$ cat src/rtl/sp_pkg.sv
package sp_pkg;
  typedef enum logic [1:0] {
    MD_SHIFT  = 2'b00,
    MD_UART8  = 2'b01,
    MD_UART9F = 2'b10,
    MD_UART9T = 2'b11
  } sp_mode_e;

  typedef struct packed {
    logic       rx_flag;
    logic       tx_flag;
    logic       rx_b9;
    logic       tx_b9;
    logic       filt;
    logic       en_rx;
    logic [1:0] mode;
  } sp_ctl_t;
endpackage

$ cat src/rtl/sp_baud.sv
module sp_baud #(
  parameter int FIX_DIV = 64,
  parameter int TMR_PRE = 2,
  parameter int OVS     = 16
) (
  input  logic       clk,
  input  logic       rst,
  input  logic [1:0] mode,
  input  logic       dbl,
  input  logic       tmr_tick,
  output logic       os_tick
);
  import sp_pkg::*;
  localparam int FIX_OS = FIX_DIV / OVS;
  localparam int FW     = $clog2(FIX_OS + 1);
  localparam int PW     = $clog2(TMR_PRE + 1);

  logic [FW-1:0] fcnt, flim;
  logic [PW-1:0] pcnt;
  logic          fix_hit, tmr_hit;

  assign flim    = dbl ? FW'(FIX_OS / 2) : FW'(FIX_OS);
  assign fix_hit = (fcnt >= flim - 1'b1);
  assign tmr_hit = tmr_tick && (dbl || pcnt == PW'(TMR_PRE - 1));

  always_ff @(posedge clk) begin
    if (rst) begin
      fcnt    <= '0;
      pcnt    <= '0;
      os_tick <= 1'b0;
    end else begin
      fcnt <= fix_hit ? '0 : fcnt + 1'b1;
      if (tmr_tick)
        pcnt <= (pcnt == PW'(TMR_PRE - 1)) ? '0 : pcnt + 1'b1;
      case (sp_mode_e'(mode))
        MD_UART9F:            os_tick <= fix_hit;
        MD_UART8, MD_UART9T:  os_tick <= tmr_hit;
        default:              os_tick <= 1'b0;
      endcase
    end
  end
endmodule

$ cat src/rtl/sp_tx.sv
module sp_tx #(
  parameter int OVS = 16
) (
  input  logic       clk,
  input  logic       rst,
  input  logic       start,
  input  logic       nine,
  input  logic       os_tick,
  input  logic [7:0] din,
  input  logic       b9,
  output logic       txd,
  output logic       done
);
  localparam int CW = $clog2(OVS);

  logic [10:0]   sh;
  logic [3:0]    idx, lastq;
  logic [CW-1:0] ocnt;
  logic          busy;

  always_ff @(posedge clk) begin
    if (rst) begin
      sh    <= '1;
      idx   <= '0;
      lastq <= 4'd9;
      ocnt  <= '0;
      busy  <= 1'b0;
      txd   <= 1'b1;
      done  <= 1'b0;
    end else begin
      done <= 1'b0;
      if (!busy) begin
        if (start) begin
          sh    <= {1'b1, (nine ? b9 : 1'b1), din, 1'b0};
          lastq <= nine ? 4'd10 : 4'd9;
          idx   <= '0;
          ocnt  <= '0;
          busy  <= 1'b1;
          txd   <= 1'b0;
        end
      end else if (os_tick) begin
        if (ocnt == CW'(OVS - 1)) begin
          ocnt <= '0;
          if (idx == lastq) begin
            busy <= 1'b0;
            done <= 1'b1;
            txd  <= 1'b1;
          end else begin
            idx <= idx + 1'b1;
            sh  <= {1'b1, sh[10:1]};
            txd <= sh[1];
          end
        end else begin
          ocnt <= ocnt + 1'b1;
        end
      end
    end
  end
endmodule

$ cat src/rtl/sp_rx.sv
module sp_rx #(
  parameter int OVS = 16
) (
  input  logic       clk,
  input  logic       rst,
  input  logic       en,
  input  logic       nine,
  input  logic       os_tick,
  input  logic       rxd,
  output logic       done,
  output logic [7:0] dout,
  output logic       bit9,
  output logic       stopb
);
  localparam int CW  = $clog2(OVS);
  localparam int MID = OVS / 2;

  logic          s1, s2, active, sa, sb, vote;
  logic [3:0]    idx, last;
  logic [CW-1:0] ocnt;

  assign vote = (sa & sb) | (sa & s2) | (sb & s2);
  assign last = nine ? 4'd10 : 4'd9;

  always_ff @(posedge clk) begin
    if (rst) begin
      s1 <= 1'b1; s2 <= 1'b1;
      active <= 1'b0;
      sa <= 1'b1; sb <= 1'b1;
      idx <= '0; ocnt <= '0;
      done <= 1'b0; dout <= '0; bit9 <= 1'b0; stopb <= 1'b1;
    end else begin
      s1   <= rxd;
      s2   <= s1;
      done <= 1'b0;
      if (!en) begin
        active <= 1'b0;
      end else if (os_tick) begin
        if (!active) begin
          if (!s2) begin
            active <= 1'b1;
            idx    <= '0;
            ocnt   <= '0;
          end
        end else begin
          ocnt <= (ocnt == CW'(OVS - 1)) ? '0 : ocnt + 1'b1;
          if (ocnt == CW'(OVS - 1)) idx <= idx + 1'b1;
          if (ocnt == CW'(MID - 1)) sa <= s2;
          if (ocnt == CW'(MID))     sb <= s2;
          if (ocnt == CW'(MID + 1)) begin
            if (idx == 4'd0) begin
              if (vote) active <= 1'b0;
            end else if (idx <= 4'd8) begin
              dout <= {vote, dout[7:1]};
            end else if (idx == 4'd9 && nine) begin
              bit9 <= vote;
            end
            if (idx == last) begin
              active <= 1'b0;
              done   <= 1'b1;
              stopb  <= vote;
            end
          end
        end
      end
    end
  end
endmodule

$ cat src/rtl/sp_shift0.sv
module sp_shift0 #(
  parameter int DIV = 12
) (
  input  logic       clk,
  input  logic       rst,
  input  logic       tx_go,
  input  logic       rx_go,
  input  logic [7:0] din,
  input  logic       rxd,
  output logic       sclk,
  output logic       dout,
  output logic       doe,
  output logic       tx_done,
  output logic       rx_done,
  output logic [7:0] rx_data
);
  localparam int PW   = $clog2(DIV);
  localparam int HALF = DIV / 2;

  logic          busy, dir_rx;
  logic [PW-1:0] ph;
  logic [2:0]    bcnt;
  logic [7:0]    sh;

  assign dout    = sh[0];
  assign doe     = busy & ~dir_rx;
  assign rx_data = sh;

  always_ff @(posedge clk) begin
    if (rst) begin
      busy <= 1'b0; dir_rx <= 1'b0;
      ph <= '0; bcnt <= '0; sh <= '0;
      sclk <= 1'b1; tx_done <= 1'b0; rx_done <= 1'b0;
    end else begin
      tx_done <= 1'b0;
      rx_done <= 1'b0;
      if (!busy) begin
        if (tx_go || rx_go) begin
          busy   <= 1'b1;
          dir_rx <= ~tx_go;
          ph     <= '0;
          bcnt   <= '0;
          sclk   <= 1'b0;
          if (tx_go) sh <= din;
        end
      end else begin
        ph <= (ph == PW'(DIV - 1)) ? '0 : ph + 1'b1;
        if (ph == PW'(HALF - 1)) begin
          sclk <= 1'b1;
          if (dir_rx) sh <= {rxd, sh[7:1]};
        end
        if (ph == PW'(DIV - 1)) begin
          if (bcnt == 3'd7) begin
            busy <= 1'b0;
            if (dir_rx) rx_done <= 1'b1;
            else        tx_done <= 1'b1;
          end else begin
            bcnt <= bcnt + 1'b1;
            sclk <= 1'b0;
            if (!dir_rx) sh <= {1'b0, sh[7:1]};
          end
        end
      end
    end
  end
endmodule

$ cat src/rtl/ser_port.sv
module ser_port #(
  parameter int SHIFT_DIV = 12,
  parameter int FIX_DIV   = 64,
  parameter int TMR_PRE   = 2,
  parameter int OVS       = 16
) (
  input  logic       clk,
  input  logic       rst,
  input  logic       tmr_tick_i,
  input  logic       dbl_i,
  input  logic       ctl_wr_i,
  input  logic [7:0] ctl_wdata_i,
  input  logic       tx_wr_i,
  input  logic [7:0] tx_wdata_i,
  input  logic       rxd_i,
  output logic [7:0] ctl_o,
  output logic [7:0] rx_data_o,
  output logic       txd_o,
  output logic       dat_o,
  output logic       dat_oe_o,
  output logic       tx_irq_o,
  output logic       rx_irq_o
);
  import sp_pkg::*;

  sp_ctl_t    ctl, wctl;
  sp_mode_e   mode;
  logic       async_md, os_tick;
  logic       tx_line, tx_fin;
  logic       rx_fin, rx_b9, rx_stop, rx_pass, acc_async;
  logic [7:0] rx_d;
  logic       m0_sclk, m0_tx_done, m0_rx_done, m0_rx_go, acc_m0;
  logic [7:0] m0_data;
  logic [7:0] rx_buf;

  assign wctl     = sp_ctl_t'(ctl_wdata_i);
  assign mode     = sp_mode_e'(ctl.mode);
  assign async_md = (mode != MD_SHIFT);

  sp_baud #(.FIX_DIV(FIX_DIV), .TMR_PRE(TMR_PRE), .OVS(OVS)) i_baud (
    .clk(clk), .rst(rst), .mode(ctl.mode), .dbl(dbl_i),
    .tmr_tick(tmr_tick_i), .os_tick(os_tick));

  sp_tx #(.OVS(OVS)) i_tx (
    .clk(clk), .rst(rst), .start(tx_wr_i && async_md), .nine(ctl.mode[1]),
    .os_tick(os_tick), .din(tx_wdata_i), .b9(ctl.tx_b9),
    .txd(tx_line), .done(tx_fin));

  sp_rx #(.OVS(OVS)) i_rx (
    .clk(clk), .rst(rst), .en(async_md && ctl.en_rx), .nine(ctl.mode[1]),
    .os_tick(os_tick), .rxd(rxd_i), .done(rx_fin), .dout(rx_d),
    .bit9(rx_b9), .stopb(rx_stop));

  assign m0_rx_go = ctl_wr_i && (sp_mode_e'(wctl.mode) == MD_SHIFT)
                    && wctl.en_rx && !wctl.rx_flag;

  sp_shift0 #(.DIV(SHIFT_DIV)) i_sh0 (
    .clk(clk), .rst(rst), .tx_go(tx_wr_i && !async_md), .rx_go(m0_rx_go),
    .din(tx_wdata_i), .rxd(rxd_i), .sclk(m0_sclk), .dout(dat_o),
    .doe(dat_oe_o), .tx_done(m0_tx_done), .rx_done(m0_rx_done),
    .rx_data(m0_data));

  // Frame acceptance: the filter rule depends on the frame length
  assign rx_pass   = (mode == MD_UART8) ? (!ctl.filt || rx_stop)
                                        : (!ctl.filt || rx_b9);
  assign acc_async = rx_fin && async_md && ctl.en_rx && !ctl.rx_flag && rx_pass;
  assign acc_m0    = m0_rx_done && ctl.en_rx && !ctl.rx_flag;

  always_ff @(posedge clk) begin
    if (rst) begin
      ctl    <= '0;
      rx_buf <= '0;
    end else begin
      if (ctl_wr_i) ctl <= wctl;
      if (tx_fin || m0_tx_done) ctl.tx_flag <= 1'b1;
      if (acc_async) begin
        ctl.rx_flag <= 1'b1;
        ctl.rx_b9   <= (mode == MD_UART8) ? rx_stop : rx_b9;
        rx_buf      <= rx_d;
      end else if (acc_m0) begin
        ctl.rx_flag <= 1'b1;
        rx_buf      <= m0_data;
      end
    end
  end

  assign ctl_o     = ctl;
  assign rx_data_o = rx_buf;
  assign tx_irq_o  = ctl.tx_flag;
  assign rx_irq_o  = ctl.rx_flag;
  assign txd_o     = async_md ? tx_line : m0_sclk;
endmodule

$ cat config.mk
export PLATFORM = sky130hd
export DESIGN_NAME = ser_port
export DESIGN_NICKNAME = d
export VERILOG_FILES = /design/src/rtl/sp_pkg.sv /design/src/rtl/sp_baud.sv /design/src/rtl/sp_tx.sv /design/src/rtl/sp_rx.sv /design/src/rtl/sp_shift0.sv /design/src/rtl/ser_port.sv
export SDC_FILE = /design/constraint.sdc
export NUM_CORES = 1
export LEC_CHECK = 0
export ABC_AREA = 1
export BUFFER_PORTS_ARGS = -buffer_cell sky130_fd_sc_hd__buf_4
export CORE_MARGIN = 4
export CORE_UTILIZATION = 30
export CTS_CLUSTER_DIAMETER = 100
export CTS_CLUSTER_SIZE = 40
export DETAILED_ROUTE_END_ITERATION = 12
export SETUP_SLACK_MARGIN = 0.5
export SLEW_MARGIN = 30
export SYNTH_ARGS = -nofsm -noshare
export SYNTH_HDL_FRONTEND = slang
export SYNTH_SLANG_ARGS = --single-unit
export TNS_END_PERCENT = 100
$ cat constraint.sdc
create_clock -name clk -period 2 [get_ports clk]
set_clock_uncertainty 0.2 [all_clocks]
set_input_delay 0.5 -clock clk [delete_from_list [all_inputs] [get_ports clk]]
set_output_delay 0.5 -clock clk [all_outputs]
set_load 0.02 [all_outputs]
==> Implementation_results.wiki <==
{| class="wikitable"
! Metric !! Value
|-
| Outcome || complete, no violations
|-
| Critical Path AT || 1.11 ns
|-
| Leakage power || 2.83 nW
|-
| Top cell type's share of synthesized area || 0.400
|-
| Critical-path top delay cell || sky130_fd_sc_hd__dfxtp_4
|-
| Number of warnings issued by yosys || 0
|-
| Buffering stage count on the worst path with inverters included || 1
|-
| Hpwl dp || around 8000 um
|-
| Port bufs || 43
|-
| Min-Delay Endpoint || i_rx.s1
|-
| Time the final worst path needs with I/O delays and setup || 1.81 ns
|-
| Clock sink count || 88
|-
| Met3 Usage GRT || 0.0408
|-
| Slack of the worst reg-to-reg path || 0.31 ns
|-
| Residual overflow from global routing || 0
|-
| M1 GR Usage || 0.197
|-
| Most used routing layer || met2
|-
| Clock root buffer master || sky130_fd_sc_hd__clkbuf_16
|-
| Category of the critical setup timing path || reg -> out
|-
| Clk Latency, worst-skew pair || approximately 0.35 ns
|-
| Most used flip-flop cell after synthesis || sky130_fd_sc_hd__dfxtp_1
|-
| Worst r2r dst || i_tx.sh[3]
|-
| Part of the cycle the worst path needs || 0.906
|-
| # H-tree levels || 3
|-
| Final-layout setup total negative slack || 0 ns
|-
| Buffer depth of the longest clock path || 2
|-
| Detailed Routing Iterations Pass 1 || 5
|-
| Hold slack || roughly 0.18 ns
|-
| Clk slew on worst S/H paths || 0.07 ns
|-
| Launch point of the worst hold path || rxd_i
|-
| Vias per cell || 4.75
|-
| Floorplan die height || 129 um
|-
| Placeable core area || between 10000 and 15000 um2
|-
| Power Dens Cells || 662 nW/um2
|-
| Number of rows created at floorplan || 44
|-
| Cells taking the most area after synthesis || sky130_fd_sc_hd__dfxtp_1 (40%), sky130_fd_sc_hd__nand2_1 (14%), sky130_fd_sc_hd__nand3_1 (7.5%)
|-
| Chip width || 129 um
|-
| Met2 Usage GRT || 0.230
|-
| Worst r2r path cells || 9
|-
| Worst Tran Pin Value || 0.371 ns
|-
| Share of synthesized area occupied by flip-flops and latches || 0.400
|-
| Number of antenna-violating nets in the routed design || 0
|-
| Distinct cell type count of the synthesized netlist || 41
|-
| Most repeated cell in the gate-level netlist after synthesis || sky130_fd_sc_hd__nand2_1
|-
| Cells along the critical path || nor2_4 -> nand2_1 -> nand2_2 -> buf_6
|-
| Post-synthesis instance total || 630
|-
| Via count of the routed design || 4366
|-
| Avg Synthesized Cell Area || 6.99 um2
|-
| TritonCTS clock tree || yes
|-
| Slew Limit Fails || 0
|-
| Cell taking the most area after synthesis || sky130_fd_sc_hd__dfxtp_1
|-
| Maxcap violations || 0
|-
| Maximum number of pins on one net before global-route repair || 22
|-
| Unrepaired setup endpoints after global routing || yes
|-
| Fill cell instance count of the final layout || 1386
|-
| Initial cell density of the core || 0.304
|-
| Hold depth || 2
|-
| WP data required || 1.30 ns
|-
| Register bit total from synthesis || 88
|-
| Area occupied by registers || 1830 um2
|-
| Footprint of the multi-input gates || between 3000 and 4000 um2
|-
| Die Area || 16700 um2
|-
| Fraction of final layout cells with drive strength greater than 1 || 0.433
|-
| Total routing usage reported by global routing || 0.146
|-
| Final routed wirelength across all metal layers || 12600 um
|-
| Total power || 4.42 mW
|-
| Residual DRC count || 0
|-
| Area Overhead vs Synth || 51.6%
|-
| Vias in the first global route || 3933
|-
| Final weighted congestion in routability-driven placement || 0.843
|-
| Post-synth ARST share || 0
|-
| Peak Freq || 552 MHz
|-
| Detailed-route wire length per cell || approximately 14 um
|-
| Type of the tightest min-delay check || in -> reg
|-
| Crit. End Element || output port
|-
| Number of violations reported at the end of detailed-routing iteration 0 || between 300 and 400
|-
| Startpoint of the most critical register-to-register path || mode[1]
|-
| Stage delay of the slowest cell on the critical path || 0.38 ns
|-
| Synth cell count leaders || sky130_fd_sc_hd__nand2_1 (167), sky130_fd_sc_hd__dfxtp_1 (88), sky130_fd_sc_hd__nand3_1 (66)
|-
| Cts bufs inserted || 9
|-
| Final Setup Violations || 0
|-
| Count of hold buffers inserted by post-cts repair || 0
|-
| Maximum resistive drop on vdd || between 400 and 500 uV
|-
| Antenna cell count || 0
|-
| Synthesized net count || 667
|-
| Post-synthesis instance area || about 4400 um2
|-
| Top delay family on crit path || flip-flops
|-
| Num ports || 44
|-
| CP max FO || 4
|-
| Tightest slew margin relative to the limit || 0.750
|-
| Hold Vio Cnt, Final || 0
|-
| Number of antenna violations at the first check in global routing || 0
|-
| Critical Path Start Type || flip-flop
|-
| First-pass GRT wire length || 19300 um
|-
| Number of enable-type register cells in the synthesized netlist || 0
|-
| Final net count || just under 800
|}
==> layer usage <==
metal,up-vias,share of wire
met2,98,0.48
met4,0,0.0095
li1,2247,-
met1,2012,0.45
met5,-,0
met3,9,0.058
==> cells by family after synthesis <==
kind of cell    share of synthesized area
simple gates                        0.349
flops                               0.400
buf+inv                            0.0914
xor+xnor                           0.0119
fa+ha+maj                          0.0398
compound gates                      0.108
==> worst max path at each step <==
stage / startpoint / end / depth (start not counted)
floorplan: i_sh0.bcnt[0] / i_sh0.rx_data[6] / 8
detailed placement: mode[1] / i_sh0.sclk / 8
finish: mode[1] / txd_o / 4
global route: mode[1] / txd_o / 5
CTS: mode[1] / txd_o / 5
global placement: mode[1] / i_sh0.sclk / 8
==> where the power goes <==
group	internal [mW]	leakage [nW]	total, mW	switching (mW)
clock network	0.964	0.143	1.68	0.712
registers	1.84	0.735	1.93	0.0907
logic	0.364	1.95	0.813	0.450
==> stage by stage <==
step | std cells | util | setup slack [ns] | instance area [um2]
6_report | 920 | 0.462 | 0.188 | 6680
2_1_floorplan | 630 | - | 0.496 | 4560
3_5_place_dp | 848 | 0.351 | 0.242 | 5080
4_1_cts | 898 | 0.411 | 0.184 | 5950
3_3_place_gp | 848 | 0.351 | 0.243 | 5080
5_1_grt | 920 | 0.462 | 0.145 | 6680
==> sequential cells by signal, summed over array words and instances (netlist names), 2 cells and up <==
register	count
i_tx.sh	9
i_rx.dout	8
i_sh0.rx_data	8
rx_data_o	8
ctl_o	4
i_rx.idx	4
i_rx.ocnt	4
i_sh0.ph	4
i_tx.idx	4
i_tx.ocnt	4
i_baud.fcnt	3
i_sh0.bcnt	3
i_baud.pcnt	2
i_tx.lastq	2
mode	2
==> timing repair <==
action / 4_1_cts / 5_1_grt
hold endpoints to repair: 0 / 0
pin swaps: 26 / 42
cloned: 2 / 2
buffers inserted: 33 / 20
gates resized for setup: 93 / 139
setup endpoints to repair: 82 / 89
==> area by class of cell <==
cell class                      count  share of cell area
Clock buffer                       10              0.0343
Clock inverter                      5             0.00880
Inverter                           69              0.0434
Multi-Input combinational cell    451               0.450
Sequential cell                    88               0.274
Tap cell                          184              0.0345
Timing Repair Buffer              112               0.155
Timing Repair inverter              1            0.000562
==> cell usage in the layout, fill, tap and decap left out, types with 6 or more instances in the layout <==
cell type	count
sky130_fd_sc_hd__nand2_1	130
sky130_fd_sc_hd__buf_4	72
sky130_fd_sc_hd__nor2_1	58
sky130_fd_sc_hd__dfxtp_1	55
sky130_fd_sc_hd__inv_1	47
sky130_fd_sc_hd__nand3_1	42
sky130_fd_sc_hd__buf_6	35
sky130_fd_sc_hd__a21oi_1	23
sky130_fd_sc_hd__nand2_2	22
sky130_fd_sc_hd__nand3_2	22
sky130_fd_sc_hd__a21oi_2	22
sky130_fd_sc_hd__dfxtp_2	22
sky130_fd_sc_hd__o21ai_0	18
sky130_fd_sc_hd__nand2_4	15
sky130_fd_sc_hd__inv_2	14
sky130_fd_sc_hd__nor2_4	11
sky130_fd_sc_hd__dfxtp_4	11
sky130_fd_sc_hd__clkbuf_16	10
sky130_fd_sc_hd__nand2_8	9
sky130_fd_sc_hd__nand4_1	9
sky130_fd_sc_hd__o21ai_2	7
sky130_fd_sc_hd__o21ai_1	7
sky130_fd_sc_hd__ha_1	6
sky130_fd_sc_hd__ha_4	6
(Power assumes the default switching activity.)
